--- src/rtl/serial_rx_stream.sv ---
module serial_rx_stream #(
  parameter int CLK_HZ    = 125_000_000,
  parameter int SLOW_BAUD = 115_200,
  parameter int FAST_BAUD = 4_000_000
) (
  input  logic       clk,
  input  logic       rst,
  input  logic       rx_line,
  input  logic       fast_mode,
  input  logic       out_ready,
  output logic       out_valid,
  output logic [7:0] out_data,
  output logic       overrun,
  output logic       frame_bad
);
  localparam int ACC_W = $clog2(CLK_HZ + 2 * FAST_BAUD + 1);
  localparam logic [ACC_W-1:0] STEP_F = ACC_W'(2 * FAST_BAUD);
  localparam logic [ACC_W-1:0] STEP_S = ACC_W'(2 * SLOW_BAUD);
  localparam logic [ACC_W-1:0] WRAP   = ACC_W'(CLK_HZ);
  localparam logic [4:0]       LAST_H = 5'd18;

  typedef enum logic [1:0] {S_IDLE, S_RUN, S_HOLD} state_t;

  logic [1:0]       sync;
  logic             line;
  state_t           state;
  logic [ACC_W-1:0] acc;
  logic [ACC_W-1:0] acc_sum;
  logic             tick;
  logic [4:0]       hcnt;
  logic [7:0]       shreg;

  assign line    = sync[1];
  assign acc_sum = acc + (fast_mode ? STEP_F : STEP_S);
  assign tick    = (state == S_RUN) && (acc_sum >= WRAP);

  always_ff @(posedge clk) begin
    if (rst) sync <= 2'b11;
    else     sync <= {sync[0], rx_line};
  end

  always_ff @(posedge clk) begin
    if (rst) begin
      state     <= S_IDLE;
      acc       <= '0;
      hcnt      <= '0;
      shreg     <= '0;
      out_valid <= 1'b0;
      out_data  <= '0;
      overrun   <= 1'b0;
      frame_bad <= 1'b0;
    end else begin
      overrun   <= 1'b0;
      frame_bad <= 1'b0;
      if (out_valid && out_ready) out_valid <= 1'b0;
      case (state)
        S_IDLE: begin
          acc  <= '0;
          hcnt <= '0;
          if (!line) state <= S_RUN;
        end
        S_RUN: begin
          acc <= tick ? acc_sum - WRAP : acc_sum;
          if (tick) begin
            hcnt <= hcnt + 5'd1;
            if (hcnt == 5'd0) begin
              if (line) state <= S_IDLE;
            end else if (hcnt == LAST_H) begin
              if (line) begin
                out_data  <= shreg;
                out_valid <= 1'b1;
                overrun   <= out_valid && !out_ready;
                state     <= S_IDLE;
              end else begin
                frame_bad <= 1'b1;
                state     <= S_HOLD;
              end
            end else if (!hcnt[0]) begin
              shreg <= {line, shreg[7:1]};
            end
          end
        end
        S_HOLD: if (line) state <= S_IDLE;
        default: state <= S_IDLE;
      endcase
    end
  end

  AST_RESET_CLEAR: assert property (@(posedge clk)
    rst |=> (!out_valid && !overrun && !frame_bad));

  AST_VALID_HOLD: assert property (@(posedge clk) disable iff (rst)
    (out_valid && !out_ready) |=> (out_valid && ($stable(out_data) || overrun)));

  AST_ERR_PULSE: assert property (@(posedge clk) disable iff (rst)
    frame_bad |=> !frame_bad);

  AST_OVR_PULSE: assert property (@(posedge clk) disable iff (rst)
    overrun |=> !overrun);

  AST_ERR_NO_OVR: assert property (@(posedge clk) disable iff (rst)
    frame_bad |-> !overrun);

  AST_OVR_HAS_BYTE: assert property (@(posedge clk) disable iff (rst)
    overrun |-> out_valid);
endmodule

--- config.mk ---
export PLATFORM = sky130hd
export DESIGN_NAME = serial_rx_stream
export DESIGN_NICKNAME = d
export VERILOG_FILES = /design/src/rtl/serial_rx_stream.sv
export SDC_FILE = /design/constraint.sdc
export NUM_CORES = 1
export LEC_CHECK = 0
export ABC_CLOCK_PERIOD_IN_PS = 4400
export BUFFER_PORTS_ARGS = -buffer_cell sky130_fd_sc_hd__buf_2
export CORE_MARGIN = 5
export CORE_UTILIZATION = 50
export CTS_BUF_LIST = sky130_fd_sc_hd__clkbuf_8
export DETAILED_ROUTE_END_ITERATION = 12
export HOLD_SLACK_MARGIN = 0.12
export PLACE_DENSITY_LB_ADDON = 0.05
export SYNTH_ARGS = -nofsm -noshare
export SYNTH_HDL_FRONTEND = slang
export SYNTH_SLANG_ARGS = --single-unit
--- constraint.sdc ---
create_clock -name clk -period 4.4 [get_ports clk]
set_input_delay 0.88 -clock clk [delete_from_list [all_inputs] [get_ports clk]]
set_output_delay 0.88 -clock clk [all_outputs]
set_load 0.02 [all_outputs]
**Word level (Yosys, flattened, before mapping)**

Index checks and enable logic that the tools add are counted.

- Input port bits: 5
- Register bits after elaboration: 55
- Word-level logic and storage cells: 57
- Output and inout port bits: 11

- Multiplexer cells: 19
- Magnitude comparators: 1
- Add/sub/neg operators: 3
- Reductions and logical operators: 13
- Equal/unequal tests: 6
- Bitwise gates (word level): 6

Operator list:

| cell | count |
|---|---|
| one-hot mux 27 bit (2 select lines) | 1 |
| adder 27 x 23 -> 27 bit | 1 |
| >= comparator 27 bit, second input constant | 1 |
| two-way mux 27 bit | 1 |
| subtractor 27 bit, second input constant | 1 |
| two-way mux 23 bit | 1 |
| two-way mux 2 bit | 6 |
| one-hot mux 5 bit (2 select lines) | 1 |
| AND reduction 5 bit | 2 |
| two-way mux 1 bit | 7 |
| inverter 1 bit | 6 |
| one-hot mux 2 bit (3 select lines) | 1 |
| OR reduction 6 bit | 1 |
| adder 5 x 1 -> 5 bit, second input constant | 1 |
| equality test 5 bit, second input constant | 1 |
| zero test 5 bit | 1 |
| two-way mux 5 bit | 1 |
| OR reduction 5 bit | 1 |
| != test 2 bit, second input constant | 2 |
| logical AND 1 bit | 3 |
| != test 3 x 1 -> 1 bit, second input constant | 1 |
| AND reduction 3 bit | 1 |
| equality test 2 x 1 -> 1 bit, second input constant | 1 |
| equality test 2 bit, second input constant | 1 |
| other kinds (4) | 4 |

**Longest topological paths before layout**

- Depth after elaboration: 7
- Depth in mapped cells: 16

**Least setup slack after synthesis**

Ideal clock, no wire load.

- Path type: input -> register
- Start: input port fast_mode
- End: register acc[15]
- Setup time: 0.117 ns
- Setup slack: 0.487 ns
- Cell stages on the path: 14
- Arrival time: 3.796 ns
- Data required time: 4.283 ns
- Cells stage by stage: ha_1 inv_1 fa_1 and3b_1 or2_1 buf_6 a221oi_1 nor2b_2 or4b_1 o2111ai_2 nand2_2 buf_6 or3_1 a32o_1

- Word-level cells in the longest chain between the ends: 6

Ends and longest elaborated chain:

| what | RTL line | RTL |
|---|---|---|
| start: declaration | 9 | `input logic fast_mode,` |
| two-way mux 23 bit * | 34 | `assign acc_sum = acc + (fast_mode ? STEP_F : STEP_S);` |
| adder 27 x 23 -> 27 bit * | 34 |  |
| >= comparator 27 bit | 35 | `assign tick = (state == S_RUN) && (acc_sum >= WRAP);` |
| logical AND 1 bit | 35 |  |
| two-way mux 27 bit * | 63 | `acc <= tick ? acc_sum - WRAP : acc_sum;` |
| one-hot mux 27 bit (2 select lines) * | 56 | `case (state)` |
| end signal: assignment | 63 |  |
| end: declaration | 27 | `logic [ACC_W-1:0] acc;` |

Every way passes the cells marked *; elsewhere a longest branch is shown, timed or not.
A chain may end at the register's enable or synchronous reset.

**Worst setup path after layout**

- Start: input port fast_mode
- End: register shreg[3]

- Word-level cells in the longest chain between the ends: 5

Ends and longest elaborated chain:

| what | RTL line | RTL |
|---|---|---|
| two-way mux 23 bit | 34 |  |
| adder 27 x 23 -> 27 bit | 34 |  |
| >= comparator 27 bit | 35 |  |
| logical AND 1 bit | 35 |  |
| AND reduction 5 bit (no source line) | - |  |
| end signal: assignment | 79 | `shreg <= {line, shreg[7:1]};` |
| end: declaration | 31 | `logic [7:0] shreg;` |

No other way between the ends.

==> summary by stage <==
Run status
The run finished with clean final reports.

Critical path
The required time of the critical path is 4580 ps. The largest individual stage delay along the critical path comes from the cell sky130_fd_sc_hd__or3_1. In this design, the stage delay of the slowest critical-path cell is 590 ps.

The category of the worst setup path capture point is a flip-flop. STA classifies the critical path startpoint as an input port. Across all register-to-register paths, the minimum setup slack is 730 ps.

In this run the critical register-to-register path is captured at shreg[3]$_SDFFE_PP0P_. Traced cell by cell, the critical path runs through buf_2, buf_4, ha_1, and2_1, and2_1, a311oi_1, xnor2_1, nor3b_2, o2111a_2, nand2_2, or3_1, mux2i_1, nor2_1. Along the worst path, the maximum fanout reaches 10. The worst register-to-register path begins at acc[9]$_SDFFE_PP0P_. STA puts the critical path data arrival time at 4150 ps. The length in cells of the worst reg-to-reg path is 13. The start-to-end type of the worst setup path is input port to flip-flop.

The most prevalent standard cell on the critical path is sky130_fd_sc_hd__and2_1.

Timing
For the pin with the worst max-slew slack, the measured transition is 674 ps. The sum of negative setup slack is 0 ps. Based on the critical path, the design can be clocked at up to 252 MHz.

The post-route minimum period is 3980 ps. The final hold violation count is 0. The worst-case clock skew is 9.46 ps. The worst hold slack after final layout is 417 ps. The count of pins over their slew limit was 0. Headroom to the max-slew limit came out at 0.549.

Setup repair after global routing left no endpoint under its margin. The number of failing setup endpoints in the final timing report is 0. The fraction of the cycle the final worst path needs is 0.903.

Logic synthesis
The sequential share of the synthesized area is 0.306. Yosys mapped a number of flops with a built-in enable equal to 0. The register bit total from synthesis is 49. The post-synthesis instance total is 383. The synthesized cell area is 3210 sq um. Counting distinct cell types in the post-synthesis netlist gives 74. The post-synthesis async set-or-reset flop share is 0.

The average instance area after synthesis is 8.38 sq um. The net count after synthesis is 403. The most used flip-flop cell after synthesis is sky130_fd_sc_hd__dfxtp_1. During synthesis, Yosys emitted a total of 0 warnings.

Floorplanning
From bottom edge to top edge, the die measures 90.1 um. The width of the die is 90.1 um. The initialized floorplan defines 29 standard-cell rows.

The core region is 6310 sq um. During I/O placement, the number of pins put on the boundary was 16. The die area is 8120 sq um. For this configuration, the core starts out at a cell density of 0.508.

Clock network
The largest buffer count on any clock path is 2. Clock-pin slew was measured on the worst setup and hold paths at 100 ps. The number of buffers created by CTS is 5. The cell sitting at the root of the clock tree is a sky130_fd_sc_hd__clkbuf_8. For the worst-skew pair, the clock arrives at the later sink with an insertion delay of 310 ps. The quantity of hold-fixing buffers added after cts is 0. The clock net in this run drives a total of 49 sinks. The buffers inserted during post-CTS setup optimization is 0.

CTS built an H-tree with a depth of 2. TritonCTS built the clock tree. The number of gates resized after cts is 0.

Placement
The cell area after placement is 3400 sq um. The estimated wirelength of the detail-placed design is 5660 um. The number of buffers added on ports is 15. At the end of routability-driven placement, the weighted congestion stood at 0.904.

Finish
The area added between synthesis and finish is 8.85%. Across the whole layout, storage elements account for 981 sq um. The number of nets at the end of the flow is 420. After routing the design area is 3490 sq um. In the final layout, the share of cells above drive strength 1 is 0.142. Fill cells in the final layout number 624.

The repair_antennas step left the layout with diodes totalling 0. The combined area of the multi-input logic cells is 2060 sq um.

Global routing
The initial antenna violation count is 0. The pin count of the biggest net entering global routing is 38. The total routing resource utilization after global routing is 0.179.

For this run the aggregate overflow at the end of global routing stands at 0. The wire length of the first global-routing pass is 12400 um. The via count of the first global-routing pass came to 2528.

Hold path
The capture endpoint of the worst hold path is sync[1]$_SDFF_PP1_. In this run the worst hold path is classified as flip-flop to flip-flop. The startpoint identified for the worst hold timing path is sync[0]$_SDFF_PP1_. Along the worst hold path, the cell count comes to 1.

Drt
The final route contains 2808 vias. Before antenna repair, the detailed router went through 5 iterations. The routed design has 7560 um of wire. After the first detailed-routing iteration, the DRC count stood at 148. For this run, design rule violations remaining after detail routing come to 0. The average wire length per cell after detail routing is 15.8 um. The per-cell via count in the routed design is 5.87.

The post-route antenna net violation count is 0.

Power and ir drop
Summed over all cells, the static leakage comes to 1.37 nW. The total power per unit cell area is 239 nW/um^2. The worst-case IR drop observed on VDD is 0.165 mV.

Run
The max-capacitance violation count is 0.
report_power, final:
part | switching, W | internal [W] | total [W]
clock | 0.000171 | 0.000119 | 0.000291
sequential | 0.00000425 | 0.000447 | 0.000451
combinational | 0.0000544 | 0.0000378 | 0.0000922
total | 0.000230 | 0.000604 | 0.000834
critical path, delay by kind of cell:
family	cells	cell delay, ps
adder cells (fa/ha/maj)	1	370
buffers and inverters	2	270
XOR/XNOR	1	260
AO/OA/AOI/OAI	2	610
AND/OR/NAND/NOR	6	1520
multiplexers	1	230
cell families (layout without fill, tap and decap cells):
| family | after synthesis | after routing | synth area share |
|---|---|---|---|
| AO/OA/AOI/OAI | 87 | 87 | 0.206 |
| XOR/XNOR | 26 | 26 | 0.0710 |
| adder cells (fa/ha/maj) | 15 | 15 | 0.0608 |
| buffers and inverters | 37 | 55 | 0.0534 |
| flip-flops | 49 | 49 | 0.306 |
| multiplexers | 21 | 21 | 0.0659 |
| AND/OR/NAND/NOR | 148 | 148 | 0.237 |
cell usage in the layout, fill, tap and decap left out, types with 3 or more instances in the layout:
| master | synthesis | routed |
|---|---|---|
| sky130_fd_sc_hd__a21o_1 | 3 | 3 |
| sky130_fd_sc_hd__ha_1 | 14 | 14 |
| sky130_fd_sc_hd__and3_1 | 3 | 3 |
| sky130_fd_sc_hd__a21oi_1 | 16 | 16 |
| sky130_fd_sc_hd__a211o_1 | 4 | 4 |
| sky130_fd_sc_hd__and2_1 | 5 | 5 |
| sky130_fd_sc_hd__o22ai_1 | 3 | 3 |
| sky130_fd_sc_hd__nor2_1 | 41 | 41 |
| sky130_fd_sc_hd__nor4_1 | 4 | 3 |
| sky130_fd_sc_hd__or3_1 | 6 | 6 |
| sky130_fd_sc_hd__mux2i_1 | 20 | 20 |
| sky130_fd_sc_hd__inv_1 | 15 | 15 |
| sky130_fd_sc_hd__nand2b_1 | 3 | 3 |
| sky130_fd_sc_hd__nand3_1 | 11 | 11 |
| sky130_fd_sc_hd__o21ai_0 | 6 | 6 |
| sky130_fd_sc_hd__buf_4 | 2 | 16 |
| sky130_fd_sc_hd__a31oi_1 | 8 | 8 |
| sky130_fd_sc_hd__buf_2 | 8 | 15 |
| sky130_fd_sc_hd__nand2_1 | 39 | 39 |
| sky130_fd_sc_hd__nand4_1 | 3 | 3 |
| sky130_fd_sc_hd__o32ai_1 | 4 | 4 |
| sky130_fd_sc_hd__or2_2 | 3 | 3 |
| sky130_fd_sc_hd__a22o_1 | 8 | 8 |
| sky130_fd_sc_hd__clkbuf_8 | 0 | 5 |
| sky130_fd_sc_hd__o211ai_1 | 4 | 4 |
| sky130_fd_sc_hd__xnor2_1 | 21 | 21 |
| sky130_fd_sc_hd__dfxtp_1 | 49 | 49 |
| sky130_fd_sc_hd__nor3_1 | 6 | 6 |
| sky130_fd_sc_hd__xor2_1 | 5 | 5 |
| sky130_fd_sc_hd__nor2b_1 | 4 | 4 |
flip-flops by register name, summed over array words and instances (netlist names):
signal     count
frame_bad      1
out_valid      1
shreg          8
out_data       8
acc           21
hcnt           5
overrun        1
sync           2
state          2
worst max path at each step:
stage	depth (start not counted)	end	slack, ps	startpoint
final	13	shreg[3]$_SDFFE_PP0P_	420	fast_mode
after global placement	14	shreg[4]$_SDFFE_PP0P_	160	fast_mode
after CTS	14	shreg[3]$_SDFFE_PP0P_	430	fast_mode
after floorplan	14	acc[15]$_SDFFE_PP0P_	490	fast_mode
after detailed placement	14	shreg[3]$_SDFFE_PP0P_	110	fast_mode
after global routing	13	shreg[6]$_SDFFE_PP0P_	230	fast_mode
per-layer routing:
metal / GRT usage / routed length, um / vias to the layer above
met4: 0.0447 / 117 / 0
li1: - / - / 1430
met3: 0.0292 / 360 / 8
met5: 0 / 0 / -
met2: 0.272 / 3270 / 67
met1: 0.263 / 3810 / 1303
cells in the mapped netlist (5+ instances only):
library cell | count | area share
sky130_fd_sc_hd__nand3_1 | 11 | 0.017
sky130_fd_sc_hd__xnor2_1 | 21 | 0.057
sky130_fd_sc_hd__inv_1 | 15 | 0.018
sky130_fd_sc_hd__clkbuf_1 | 9 | 0.011
sky130_fd_sc_hd__or3_1 | 6 | 0.012
sky130_fd_sc_hd__xor2_1 | 5 | 0.014
sky130_fd_sc_hd__buf_2 | 8 | 0.012
sky130_fd_sc_hd__a22o_1 | 8 | 0.022
sky130_fd_sc_hd__dfxtp_1 | 49 | 0.31
sky130_fd_sc_hd__a21oi_1 | 16 | 0.025
sky130_fd_sc_hd__and2_1 | 5 | 0.0097
sky130_fd_sc_hd__mux2i_1 | 20 | 0.062
sky130_fd_sc_hd__nor3_1 | 6 | 0.0094
sky130_fd_sc_hd__ha_1 | 14 | 0.055
sky130_fd_sc_hd__nand2_1 | 39 | 0.046
sky130_fd_sc_hd__nor2_1 | 41 | 0.048
sky130_fd_sc_hd__a31oi_1 | 8 | 0.016
sky130_fd_sc_hd__o21ai_0 | 6 | 0.0094
per-stage QoR:
stage / utilization / instances / total power (W) / setup slack, ps
after global placement: 0.538 / 470 / 0.000552 / 163
after global routing: 0.553 / 478 / 0.000875 / 226
after floorplan: - / 383 / 0.000528 / 487
final: 0.553 / 478 / 0.000834 / 425
after CTS: 0.553 / 478 / 0.000844 / 428
after detailed placement: 0.538 / 470 / 0.000552 / 112
area by class of cell:
class / instances / share of cell area
Inverter: 16 / 0.0172
Tap cell: 77 / 0.0276
Multi-Input combinational cell: 297 / 0.591
Sequential cell: 49 / 0.281
Clock inverter: 3 / 0.00824
Timing Repair Buffer: 31 / 0.0559
Clock buffer: 5 / 0.0197
No activity file was read; power rests on OpenSTA's default activity.
